==> src/rtl/agc_pkg.sv <==
package agc_pkg;

  // Magnitude of a signed integer.
  function automatic int f_abs(input int v);
    return (v < 0) ? -v : v;
  endfunction

  // Next gain value: error against target, arithmetic shift, clamp to [0, gmax].
  function automatic int f_next_gain(input int gain, input int avg, input int tgt,
                                     input int sh, input int gmax);
    int err;
    int step;
    int nxt;
    err  = tgt - avg;
    step = err >>> sh;
    nxt  = gain + step;
    if (nxt < 0)    nxt = 0;
    if (nxt > gmax) nxt = gmax;
    return nxt;
  endfunction

endpackage

==> src/rtl/agc_amp_est.sv <==
module agc_amp_est #(
  parameter int SAMP_W   = 6,
  parameter int WIN_LOG2 = 11,
  parameter int AVG_W    = SAMP_W + 1
) (
  input  logic              clk_i,
  input  logic              rst_ni,
  input  logic              vld_i,
  input  logic [SAMP_W-1:0] smp_i_i,
  input  logic [SAMP_W-1:0] smp_q_i,
  output logic              win_done_o,
  output logic [AVG_W-1:0]  avg_o
);
  localparam int SUM_W = AVG_W + WIN_LOG2;

  logic [WIN_LOG2-1:0] cnt_q;
  logic [SUM_W-1:0]    sum_q;
  logic [AVG_W-1:0]    mag;
  logic [SUM_W-1:0]    total;
  logic                last_smp;

  always_comb begin
    mag = AVG_W'(agc_pkg::f_abs(int'($signed(smp_i_i))) +
                 agc_pkg::f_abs(int'($signed(smp_q_i))));
  end

  assign total      = sum_q + SUM_W'(mag);
  assign last_smp   = &cnt_q;
  assign win_done_o = vld_i & last_smp;
  assign avg_o      = total[SUM_W-1 -: AVG_W];

  always_ff @(posedge clk_i or negedge rst_ni) begin
    if (!rst_ni) begin
      cnt_q <= '0;
      sum_q <= '0;
    end else if (vld_i) begin
      cnt_q <= cnt_q + WIN_LOG2'(1);
      sum_q <= last_smp ? '0 : total;
    end
  end
endmodule

==> src/rtl/agc_gain_loop.sv <==
module agc_gain_loop #(
  parameter int GAIN_W  = 10,
  parameter int AVG_W   = 7,
  parameter int SHIFT_W = 3
) (
  input  logic               clk_i,
  input  logic               rst_ni,
  input  logic               win_done_i,
  input  logic [AVG_W-1:0]   avg_i,
  input  logic [AVG_W-1:0]   target_i,
  input  logic [SHIFT_W-1:0] shift_i,
  output logic [GAIN_W-1:0]  gain_o
);
  localparam int GMAX = (2 ** GAIN_W) - 1;
  localparam logic [GAIN_W-1:0] GMID = GAIN_W'(2 ** (GAIN_W - 1));

  always_ff @(posedge clk_i or negedge rst_ni) begin
    if (!rst_ni) begin
      gain_o <= GMID;
    end else if (win_done_i) begin
      gain_o <= GAIN_W'(agc_pkg::f_next_gain(int'(gain_o), int'(avg_i), int'(target_i),
                                             int'(shift_i), GMAX));
    end
  end
endmodule

==> src/rtl/agc_pwm_enc.sv <==
module agc_pwm_enc #(
  parameter int DUTY_W    = 6,
  parameter int MIN_PULSE = 4
) (
  input  logic              clk_i,
  input  logic              rst_ni,
  input  logic [DUTY_W-1:0] duty_i,
  input  logic              od_mode_i,
  output logic              level_o,
  output logic              pad_o,
  output logic              pad_oe_o
);
  localparam int SUB_W = (MIN_PULSE > 1) ? $clog2(MIN_PULSE) : 1;
  localparam logic [SUB_W-1:0] SUB_LAST = SUB_W'(MIN_PULSE - 1);

  logic [SUB_W-1:0]  sub_q;
  logic [DUTY_W-1:0] slot_q;
  logic [DUTY_W-1:0] nxt_slot;
  logic              slot_end;
  logic              nxt_level;

  assign slot_end  = (sub_q == SUB_LAST);
  assign nxt_slot  = slot_q + DUTY_W'(1);
  assign nxt_level = (&duty_i) | (nxt_slot < duty_i);

  always_ff @(posedge clk_i or negedge rst_ni) begin
    if (!rst_ni) begin
      sub_q   <= '0;
      slot_q  <= '0;
      level_o <= 1'b1;
    end else if (slot_end) begin
      sub_q   <= '0;
      slot_q  <= nxt_slot;
      level_o <= nxt_level;
    end else begin
      sub_q   <= sub_q + SUB_W'(1);
    end
  end

  generate
    if (MIN_PULSE > 0) begin : g_pad
      always_comb begin
        if (od_mode_i) begin
          pad_o    = 1'b0;
          pad_oe_o = ~level_o;
        end else begin
          pad_o    = level_o;
          pad_oe_o = 1'b1;
        end
      end
    end
  endgenerate
endmodule

==> src/rtl/agc_pwm_gen.sv <==
module agc_pwm_gen #(
  parameter int SAMP_W    = 6,
  parameter int WIN_LOG2  = 11,
  parameter int GAIN_W    = 10,
  parameter int DUTY_W    = 6,
  parameter int SHIFT_W   = 3,
  parameter int MIN_PULSE = 4
) (
  input  logic                 clk_i,
  input  logic                 rst_ni,
  input  logic                 smp_vld_i,
  input  logic [SAMP_W-1:0]    smp_i_i,
  input  logic [SAMP_W-1:0]    smp_q_i,
  input  logic [SAMP_W:0]      target_i,
  input  logic [SHIFT_W-1:0]   shift_i,
  input  logic                 od_mode_i,
  output logic [GAIN_W-1:0]    gain_o,
  output logic                 pad_o,
  output logic                 pad_oe_o
);
  localparam int AVG_W = SAMP_W + 1;

  logic              win_done;
  logic [AVG_W-1:0]  win_avg;
  logic [DUTY_W-1:0] duty;
  logic              pwm_lvl;

  agc_amp_est #(.SAMP_W(SAMP_W), .WIN_LOG2(WIN_LOG2), .AVG_W(AVG_W)) u_est (
    .clk_i(clk_i), .rst_ni(rst_ni), .vld_i(smp_vld_i),
    .smp_i_i(smp_i_i), .smp_q_i(smp_q_i),
    .win_done_o(win_done), .avg_o(win_avg)
  );

  agc_gain_loop #(.GAIN_W(GAIN_W), .AVG_W(AVG_W), .SHIFT_W(SHIFT_W)) u_loop (
    .clk_i(clk_i), .rst_ni(rst_ni), .win_done_i(win_done),
    .avg_i(win_avg), .target_i(target_i), .shift_i(shift_i), .gain_o(gain_o)
  );

  assign duty = gain_o[GAIN_W-1 -: DUTY_W];

  agc_pwm_enc #(.DUTY_W(DUTY_W), .MIN_PULSE(MIN_PULSE)) u_pwm (
    .clk_i(clk_i), .rst_ni(rst_ni), .duty_i(duty), .od_mode_i(od_mode_i),
    .level_o(pwm_lvl), .pad_o(pad_o), .pad_oe_o(pad_oe_o)
  );
endmodule

==> config.mk <==
export PLATFORM = sky130hd
export DESIGN_NAME = agc_pwm_gen
export DESIGN_NICKNAME = d
export VERILOG_FILES = /design/src/rtl/agc_pkg.sv /design/src/rtl/agc_amp_est.sv /design/src/rtl/agc_gain_loop.sv /design/src/rtl/agc_pwm_enc.sv /design/src/rtl/agc_pwm_gen.sv
export SDC_FILE = /design/constraint.sdc
export NUM_CORES = 1
export LEC_CHECK = 0
export BUFFER_PORTS_ARGS = -buffer_cell sky130_fd_sc_hd__buf_2
export CAP_MARGIN = 10
export CORE_MARGIN = 10
export CORE_UTILIZATION = 42
export CTS_BUF_LIST = sky130_fd_sc_hd__clkbuf_8 sky130_fd_sc_hd__clkbuf_16
export DETAILED_ROUTE_END_ITERATION = 7
export PLACE_DENSITY = 0.67
export SETUP_SLACK_MARGIN = 0.2
export SLEW_MARGIN = 40
export SYNTH_ARGS = -nofsm -noshare
export SYNTH_HDL_FRONTEND = slang
export SYNTH_SLANG_ARGS = --single-unit
==> constraint.sdc <==
create_clock -name clk_i -period 18.6 [get_ports clk_i]
set_input_delay 3.72 -clock clk_i [delete_from_list [all_inputs] [get_ports clk_i]]
set_output_delay 3.72 -clock clk_i [all_outputs]
set_load 0.02 [all_outputs]
==> impl_metrics.tcl <==
set metrics [dict create \
    gp_congestion 0.917 \
    instances_no_fill 684 \
    grt_pass1_wl_um 17300 \
    io_pins 38 \
    row_count 37 \
    postCtsHoldBufs 0 \
    ys_ff_latch 48 \
    crit_type "in -> reg" \
    route.detailed.drc 0 \
    routed_via_density 5.44 \
    initial_utilization 0.433 \
    synth_ff_type "dfrtp_1" \
    grt.met3_usage 0.0260 \
    cp_num_buf_inv 2 \
    diodes 0 \
    grtUsageTotal 0.134 \
    placed_area_um2 4760 \
    die_y_um 123 \
    use_met1 0.167 \
    path_clk_slew_ns 0.08 \
    p_leak_nw 2.26 \
    finalNetCount 621 \
    stdcell_area_um2 4870 \
    synth_area_um2 4470 \
    yosysWarnings 0 \
    ir_worst_vdd_mv 0.0409 \
    critPathSlowestCell "mux4_2" \
    routedWlPerCell_um 14.3 \
    status "completed" \
    insertion_delay_ns 0.30 \
    portBuffers 37 \
    grt_pass1_vias 3792 \
    drive_gt1_frac 0.124 \
    netlist_instances 520 \
    tns_ns 0 \
    area_delta_synth_final_pct 9.02 \
    mostFrequentLayoutCells "47 x nand2_1, 46 x dfrtp_1, 45 x inv_1, 45 x ha_1, 40 x xnor2_1" \
    p_total_mw 0.424 \
    synth_edf_count 0 \
    cp.arrival_ns 12.18 \
    required_ns 18.76 \
    grt.busiest_layer "met2" \
    async_reset_ff_frac 1.00 \
    die_x_um 123 \
    antenna_found_initial 0 \
    core_area_um2 10300 \
    final_max_slew_viol_count 0 \
    cp-end-kind "register" \
    rsz0062_at_grt "false" \
    slowest_delay_ns 0.49 \
    drt_iter0_drc 272 \
    grt_max_degree 49 \
    cp_max_fo 11 \
    die_area_um2 15200 \
    layout_commonest_cell "nand2_1" \
    cp-start-kind "input port" \
    vias 3719 \
    post-dp-hpwl_um 7700 \
    fin_crit_ns 12.02 \
    tightest_slew_ns 0.733 \
    synth_area_per_cell_um2 8.59 \
    numCtsBuffers 5 \
    cts_resized 0 \
    tritoncts "done" \
    cts.path.max_buffers 2 \
    hold_violations 0 \
    dr.pass1.iters 4 \
    max_freq_ghz 0.0832 \
    max_cap_viol_count 0 \
    fin_util 0.472 \
    grtUsageMet2 0.237 \
    yosysSeqAreaShare 0.269 \
    path_delay_family "compound AO/OA/AOI/OAI gates" \
    finalSetupViolations 0 \
    synth_cell_types 67 \
    cts-root-buf "clkbuf_8" \
    grt_overflow_total 0 \
    mappedNetlistNets 594 \
    dp.cells 676 \
    postCtsSetupBuffers 0 \
    fin_crit_sh 0.646 \
    cts_max_level 2 \
    finalClockSkew_ns 0.00582 \
    powerDensity_nw_per_um2 87.0 \
    clock-sinks 48 \
    antenna_left 0 \
    wirelength_um 9810 \
    relSlewSlack 0.510 \
    hold_class "reg -> reg" \
]
[logic make-up (layout without fill, tap and decap cells)]
family | Yosys count | after routing | synth area share
AO/OA/AOI/OAI | 139 | 139 | 0.223
XOR/XNOR | 60 | 60 | 0.121
adder cells (fa/ha/maj) | 49 | 49 | 0.142
buffers and inverters | 63 | 91 | 0.0535
flip-flops | 48 | 48 | 0.269
multiplexers | 9 | 9 | 0.0241
AND/OR/NAND/NOR | 152 | 152 | 0.168
[synth_stat cells, types with 4 or more instances]
| cell | number | area share |
|---|---|---|
| nor2_1 | 33 | 0.028 |
| or3_1 | 4 | 0.0056 |
| a211oi_1 | 16 | 0.027 |
| o31ai_1 | 5 | 0.0084 |
| a21o_1 | 10 | 0.017 |
| nand2_1 | 47 | 0.039 |
| nor3_1 | 12 | 0.013 |
| clkbuf_1 | 16 | 0.013 |
| o21bai_1 | 9 | 0.015 |
| nor2b_1 | 7 | 0.0098 |
| ha_1 | 45 | 0.13 |
| mux2i_1 | 4 | 0.0090 |
| dfrtp_1 | 46 | 0.26 |
| xor2_1 | 19 | 0.037 |
| xnor2_1 | 40 | 0.078 |
| mux2_2 | 4 | 0.010 |
| nand4_1 | 9 | 0.013 |
| nand3_1 | 10 | 0.011 |
| o22ai_1 | 13 | 0.018 |
| a21oi_1 | 25 | 0.028 |
| nand2b_1 | 10 | 0.014 |
| inv_1 | 44 | 0.037 |
| nor4_1 | 4 | 0.0056 |
| o21ai_0 | 21 | 0.024 |
[power breakdown]
part | internal, mW | switching (mW) | total, mW
clock network | 0.0394 | 0.0334 | 0.0727
logic | 0.0899 | 0.118 | 0.208
registers | 0.125 | 0.0179 | 0.143
[routing by layer]
layer / wire length (um) / vias to the layer above
li1: - / 1910
met1: 4600 / 1747
met2: 4770 / 53
met3: 369 / 9
met4: 69 / 0
met5: 0 / -
[final cells by class]
class                      instances  area [um^2]
clock buffer                       5         68.8
clock inverter                     3         38.8
fill                            1010         5450
tap                              136          170
inverter                          45          169
sequential                        48         1200
timing repair buffer              38          195
multi-input combinational        409         3030
[worst reg2reg max path: cells and delay by family, from the launching register on]
| kind | cells | cell delay (ns) |
|---|---|---|
| flip-flops | 1 | 0.36 |
| buffers and inverters | 1 | 0.06 |
| AND/OR/NAND/NOR | 6 | 1.38 |
| AO/OA/AOI/OAI | 13 | 3.08 |
| multiplexers | 1 | 0.48 |
| adder cells (fa/ha/maj) | 6 | 1.78 |
| XOR/XNOR | 1 | 0.16 |
[final timing paths]
path / startpoint / endpoint / slack (ns) / cells after the start
setup / recovery: smp_q_i[0] / u_loop.gain_o[5]$_DFFE_PN0P_ / 6.58 / 38
hold / removal: u_pwm.sub_q[0]$_DFF_PN0_ / u_pwm.sub_q[0]$_DFF_PN0_ / 0.44 / 1
setup reg to reg: u_est.sum_q[0]$_DFFE_PN0P_ / u_loop.gain_o[5]$_DFFE_PN0P_ / 11.12 / 28
hold reg to reg: u_pwm.sub_q[0]$_DFF_PN0_ / u_pwm.sub_q[0]$_DFF_PN0_ / 0.44 / 1
max in group asynchronous: rst_ni / u_est.sum_q[9]$_DFFE_PN0P_ / 14.77 / 1
min in group asynchronous: rst_ni / u_loop.gain_o[8]$_DFFE_PN0P_ / 3.41 / 1
[through the flow]
| step | hold slack, ns | worst slack [ns] |
|---|---|---|
| after global placement | 0.414 | 6.69 |
| after floorplan | 0.403 | 7.59 |
| after detailed placement | 0.424 | 6.35 |
| final | 0.438 | 6.58 |
| after global routing | 0.460 | 5.89 |
| after CTS | 0.437 | 6.64 |
[registers in the layout, indices dropped and copies added (netlist names)]
register / flops
u_est.cnt_q: 11
u_est.sum_q: 18
u_pwm.level_o: 1
u_pwm.sub_q: 2
u_pwm.slot_q: 6
u_loop.gain_o: 10
No activity file was read; power rests on OpenSTA's default activity.
